<file path="src/rtl/twl_pkg.sv">
`timescale 1ns/1ps
package twl_pkg;
  // synchronized view of one bus line with its edge pulses
  typedef struct packed {
    logic lvl;
    logic rise;
    logic fall;
  } line_ev_t;
endpackage

</file>
<file path="src/rtl/twl_line_sync.sv">
`timescale 1ns/1ps
module twl_line_sync
  import twl_pkg::*;
#(
  parameter int   STAGES  = 2,
  parameter logic RST_VAL = 1'b0
) (
  input  logic     clk,
  input  logic     rst_n,
  input  logic     din,
  output line_ev_t ev
);
  logic [STAGES-1:0] sync_q, sync_d;
  logic              prev_q, prev_d;

  always_comb begin
    sync_d = {sync_q[STAGES-2:0], din};
    prev_d = sync_q[STAGES-1];
  end

  always_ff @(posedge clk or negedge rst_n) begin
    if (!rst_n) begin
      sync_q <= {STAGES{RST_VAL}};
      prev_q <= RST_VAL;
    end else begin
      sync_q <= sync_d;
      prev_q <= prev_d;
    end
  end

  always_comb begin
    ev.lvl  = sync_q[STAGES-1];
    ev.rise = sync_q[STAGES-1] & ~prev_q;
    ev.fall = ~sync_q[STAGES-1] & prev_q;
  end
endmodule

</file>
<file path="src/rtl/twl_frame_shift.sv">
`timescale 1ns/1ps
module twl_frame_shift
  import twl_pkg::*;
#(
  parameter int FRAME_BITS = 16,
  parameter int ADDR_BITS  = 2,
  localparam int DW = FRAME_BITS - ADDR_BITS
) (
  input  logic                 clk,
  input  logic                 rst_n,
  input  line_ev_t             sel_ev,
  input  line_ev_t             sck_ev,
  input  line_ev_t             dat_ev,
  output logic                 wr_stb,
  output logic [ADDR_BITS-1:0] wr_addr,
  output logic [DW-1:0]        wr_data,
  output logic                 frame_err
);
  localparam int CW = $clog2(FRAME_BITS + 2);
  localparam logic [CW-1:0] CNT_FULL = CW'(FRAME_BITS);
  localparam logic [CW-1:0] CNT_SAT  = CW'(FRAME_BITS + 1);

  logic [FRAME_BITS-1:0] sh_q, sh_d;
  logic [CW-1:0]         cnt_q, cnt_d;
  logic                  stb_q, stb_d, err_q, err_d;
  logic [ADDR_BITS-1:0]  addr_q, addr_d;
  logic [DW-1:0]         data_q, data_d;
  logic                  take_bit, commit, reject;

  always_comb begin
    take_bit = sck_ev.rise & ~sel_ev.lvl;
    commit   = sel_ev.rise & (cnt_q == CNT_FULL);
    reject   = sel_ev.rise & (cnt_q != CNT_FULL);

    sh_d  = sh_q;
    cnt_d = cnt_q;
    if (sel_ev.fall) begin
      sh_d  = '0;
      cnt_d = '0;
    end
    if (take_bit) begin
      sh_d = {sh_d[FRAME_BITS-2:0], dat_ev.lvl};
      if (cnt_d != CNT_SAT) cnt_d = cnt_d + 1'b1;
    end

    stb_d  = commit;
    err_d  = reject;
    addr_d = commit ? sh_q[ADDR_BITS-1:0]          : addr_q;
    data_d = commit ? sh_q[FRAME_BITS-1:ADDR_BITS] : data_q;
  end

  always_ff @(posedge clk or negedge rst_n) begin
    if (!rst_n) begin
      sh_q   <= '0;
      cnt_q  <= '0;
      stb_q  <= 1'b0;
      err_q  <= 1'b0;
      addr_q <= '0;
      data_q <= '0;
    end else begin
      sh_q   <= sh_d;
      cnt_q  <= cnt_d;
      stb_q  <= stb_d;
      err_q  <= err_d;
      addr_q <= addr_d;
      data_q <= data_d;
    end
  end

  assign wr_stb    = stb_q;
  assign frame_err = err_q;
  assign wr_addr   = addr_q;
  assign wr_data   = data_q;
endmodule

</file>
<file path="src/rtl/twl_reg_bank.sv">
`timescale 1ns/1ps
module twl_reg_bank #(
  parameter int AW = 2,
  parameter int DW = 14,
  localparam int NR = 2 ** AW
) (
  input  logic           clk,
  input  logic           rst_n,
  input  logic           wr_stb,
  input  logic [AW-1:0]  wr_addr,
  input  logic [DW-1:0]  wr_data,
  output logic [NR*DW-1:0] regs_o
);
  for (genvar g = 0; g < NR; g++) begin : g_reg
    logic [DW-1:0] val_q, val_d;
    logic          hit;

    always_comb begin
      hit   = wr_stb && (wr_addr == AW'(g));
      val_d = hit ? wr_data : val_q;
    end

    always_ff @(posedge clk or negedge rst_n) begin
      if (!rst_n) val_q <= '0;
      else        val_q <= val_d;
    end

    assign regs_o[g*DW +: DW] = val_q;
  end
endmodule

</file>
<file path="src/rtl/tw_reg_loader.sv">
`timescale 1ns/1ps
module tw_reg_loader
  import twl_pkg::*;
#(
  parameter int FRAME_BITS  = 16,
  parameter int ADDR_BITS   = 2,
  parameter int SYNC_STAGES = 2,
  localparam int DW = FRAME_BITS - ADDR_BITS,
  localparam int NR = 2 ** ADDR_BITS
) (
  input  logic                 clk,
  input  logic                 rst_n,
  input  logic                 bus_sel_n,
  input  logic                 bus_dat,
  input  logic                 bus_sck,
  output logic                 wr_stb,
  output logic [ADDR_BITS-1:0] wr_addr,
  output logic                 frame_err,
  output logic [NR*DW-1:0]     regs_o
);
  logic [1:0]    rst_pipe_q;
  logic          rst_ns;
  line_ev_t      sel_ev, sck_ev, dat_ev;
  logic [DW-1:0] wr_data;

  // asynchronous assert, synchronous release
  always_ff @(posedge clk or negedge rst_n) begin
    if (!rst_n) rst_pipe_q <= 2'b00;
    else        rst_pipe_q <= {rst_pipe_q[0], 1'b1};
  end
  assign rst_ns = rst_pipe_q[1];

  twl_line_sync #(.STAGES(SYNC_STAGES), .RST_VAL(1'b1)) u_sel (
    .clk(clk), .rst_n(rst_ns), .din(bus_sel_n), .ev(sel_ev));
  twl_line_sync #(.STAGES(SYNC_STAGES), .RST_VAL(1'b0)) u_sck (
    .clk(clk), .rst_n(rst_ns), .din(bus_sck), .ev(sck_ev));
  twl_line_sync #(.STAGES(SYNC_STAGES), .RST_VAL(1'b0)) u_dat (
    .clk(clk), .rst_n(rst_ns), .din(bus_dat), .ev(dat_ev));

  twl_frame_shift #(.FRAME_BITS(FRAME_BITS), .ADDR_BITS(ADDR_BITS)) u_shift (
    .clk(clk), .rst_n(rst_ns), .sel_ev(sel_ev), .sck_ev(sck_ev), .dat_ev(dat_ev),
    .wr_stb(wr_stb), .wr_addr(wr_addr), .wr_data(wr_data), .frame_err(frame_err));

  twl_reg_bank #(.AW(ADDR_BITS), .DW(DW)) u_bank (
    .clk(clk), .rst_n(rst_ns), .wr_stb(wr_stb), .wr_addr(wr_addr),
    .wr_data(wr_data), .regs_o(regs_o));
endmodule

</file>
<file path="config.mk">
export PLATFORM = sky130hd
export DESIGN_NAME = tw_reg_loader
export DESIGN_NICKNAME = d
export VERILOG_FILES = /design/src/rtl/twl_pkg.sv /design/src/rtl/twl_line_sync.sv /design/src/rtl/twl_frame_shift.sv /design/src/rtl/twl_reg_bank.sv /design/src/rtl/tw_reg_loader.sv
export SDC_FILE = /design/constraint.sdc
export NUM_CORES = 1
export LEC_CHECK = 0
export BUFFER_PORTS_ARGS = -buffer_cell sky130_fd_sc_hd__buf_2
export CAP_MARGIN = 40
export CORE_ASPECT_RATIO = 0.7
export CORE_MARGIN = 2
export CORE_UTILIZATION = 60
export DETAILED_ROUTE_END_ITERATION = 10
export GPL_ROUTABILITY_DRIVEN = 0
export HOLD_SLACK_MARGIN = 0.03
export PLACE_DENSITY = 0.9
export SETUP_SLACK_MARGIN = 0.1
export SLEW_MARGIN = 10
export SYNTH_ARGS = -nofsm -noshare
export SYNTH_HDL_FRONTEND = slang
export SYNTH_HIERARCHICAL = 1
export SYNTH_SLANG_ARGS = --single-unit
</file>
<file path="constraint.sdc">
create_clock -name clk -period 9.5 [get_ports clk]
set_clock_uncertainty 0.15 [all_clocks]
set_input_delay 1.9 -clock clk [delete_from_list [all_inputs] [get_ports clk]]
set_output_delay 1.9 -clock clk [all_outputs]
set_load 0.02 [all_outputs]
</file>
==> impl_metrics.toml <==
[layout]
layout.cells.non_filler = 434
final_cell_area_um2 = 4610
layout.nets = 343
antenna-diode-count = 0
area_delta_synth_final_pct = 15.3
drive_gt1_frac = 0.484
final.fill_count = 441

[detailed_routing]
first_pass_iters = 4
via_per_inst = 5.32
drt-initial-drc-count = 105
wl_um = 7150
drc_errors = 0
num_vias = 2310
met3_length_um = 460
wl_per_cell_um = 16.5
drt-met1-wl_um = 3390
dr_wl_met2_um = 3200
ant_nets = 0
top_layer = "met4"

[sta]
setup_ws_ns = 6.41
max_slew_margin = 0.401
worst_slew_pin_slew_ns = 0.897
min_period_ns = 3.09
tns_ns = 0
finalCritPeriodShare = 0.325
fmax_mhz = 324
rsz0062_at_grt = "no"
hold_ws_ns = 0.0852
slew_viol_final = 0
setup_viol = 0
hold_viol = 0

[clock_network]
post_cts_buffers = 0
clk_path_buf_depth = 2
ctsResizeCount = 0
cts_buffers = 9
path_clk_slew_ns = 0.10
clock_latency_ns = 0.37
root_buffer = "clkbuf_8"
cts_tree = "built"
clkSinkCount = 105
cts-htree-levels = 3
postCtsHoldBufs = 0

[synth]
synth_area_um2 = 4000
avgSynthCellArea_um2 = 14.7
synth_fp_nets = 277
ys_warn_count = 6
synthCells = 272

[worst_setup_path]
ff2ff_path_depth = 2
r2r_start = "u_shift/wr_addr[1]$_DFFE_PN0P_"
rr_endpoint = "u_bank/g_reg[1].val_q[10]$_DFFE_PN0P_"
cp-start-kind = "flop"
rrSetupSlack_ns = 7.57
cp-end-kind = "output pin"
crit_buf_inv = 1
cp_max_fo = 6
path_cells = "buf_2"
cpMaxStageDelayCell = "dfrtp_1"
required_ns = 7.45
critical_path_arrival_ns = 1.04
critPathMaxStageDelay_ns = 0.46
crit_type = "reg -> out"
cp_top_family = "flip-flops"

[die]
start_util = 0.632
coreArea_um2 = 6340
die_y_um = 72.3
row_count = 24
die_w_um = 102
io_pins = 65
die-area_um2 = 7350

[pwr]
power_switching_share = 0.224
p_leak_nw = 2.48
p_sw_mw = 0.168
p_int_mw = 0.580
ir_drop_mv = 0.110
power_density_nw_per_um2 = 162
p_clk_frac = 0.367
pwr-share-comb = 0.022
pwr-share-seq = 0.611

[global_routing]
grt_pass1_wl_um = 11800
grt_pass1_vias = 2313
grt_remaining_overflow = 0
grt_use_total = 0.216
grt_max_degree = 40
antenna_found_initial = 0

[job]
cap_violations = 0

[status]
status = "completed"

[placement]
placed_cell_area_um2 = 4390
dpl.cell_count = 417
dpl_worst_slack_ns = 6.82
hpwl_um = 4750
numPortBuffers = 64

[min_path]
hold_class = "reg -> async"
## per-layer routing
| metal | track usage | vias to the layer above |
|---|---|---|
| li1 | - | 1064 |
| met1 | 0.317 | 1151 |
| met2 | 0.313 | 80 |
| met3 | 0.0780 | 15 |
| met4 | 0.0556 | 0 |
| met5 | 0 | - |
## cell usage in the layout (no fill, tap or decap), types with 2 or more instances in the layout
master	count
a21oi_1	17
nor2_1	2
mux2_2	63
clkinv_4	2
inv_1	4
dfstp_2	3
mux2_4	9
o211ai_1	2
nand3b_1	3
or2_2	2
nand2_1	34
nor2b_1	3
clkbuf_8	9
buf_2	64
o31ai_1	2
clkinvlp_4	2
dfrtp_1	101
buf_4	2
## state kept, by name, summed over array words and instances (netlist names), 2 cells and up
signal and cells:
u_sel/sync_q 2, u_bank/g.val_q 56, u_shift/wr_data 14, u_shift/sh_q 16
u_shift/wr_addr 2, rst_pipe_q 2, u_sck/sync_q 2, u_shift/cnt_q 5
u_dat/sync_q 2
## cell type report
class	count	area, um2	area share
timing repair buffer	68	370	0.0803
multi-input combinational	150	1270	0.276
inverter	4	15.0	0.00326
clock inverter	7	78.8	0.0171
clock buffer	9	124	0.0269
sequential	105	2640	0.571
tap	91	114	0.0247
## power by group through the flow
stage               clock network, mW  registers (mW)  logic (mW)
finish                          0.274           0.457      0.0166
global route                    0.298           0.458      0.0193
CTS                             0.281           0.457      0.0173
detailed placement                  0           0.466      0.0172
global placement                    0           0.465      0.0151
floorplan                           0           0.469     0.00769
## stage by stage
stage               utilization  total power [mW]
global placement          0.689             0.480
floorplan                     -             0.476
global route              0.728             0.775
finish                    0.728             0.747
detailed placement        0.694             0.483
CTS                       0.726             0.755
## worst max-delay path by stage
stage	from	to	depth (start not counted)
6_report	u_shift/wr_addr[0]$_DFFE_PN0P_	wr_addr[0]	1
5_1_grt	u_shift/wr_addr[0]$_DFFE_PN0P_	wr_addr[0]	1
4_1_cts	u_shift/wr_addr[0]$_DFFE_PN0P_	wr_addr[0]	1
3_5_place_dp	u_shift/wr_addr[1]$_DFFE_PN0P_	wr_addr[1]	1
3_3_place_gp	u_shift/wr_addr[1]$_DFFE_PN0P_	wr_addr[1]	1
2_1_floorplan	rst_pipe_q[1]$_DFF_PN0_	u_bank/g_reg[0].val_q[0]$_DFFE_PN0P_	0
(Power assumes the default switching activity.)
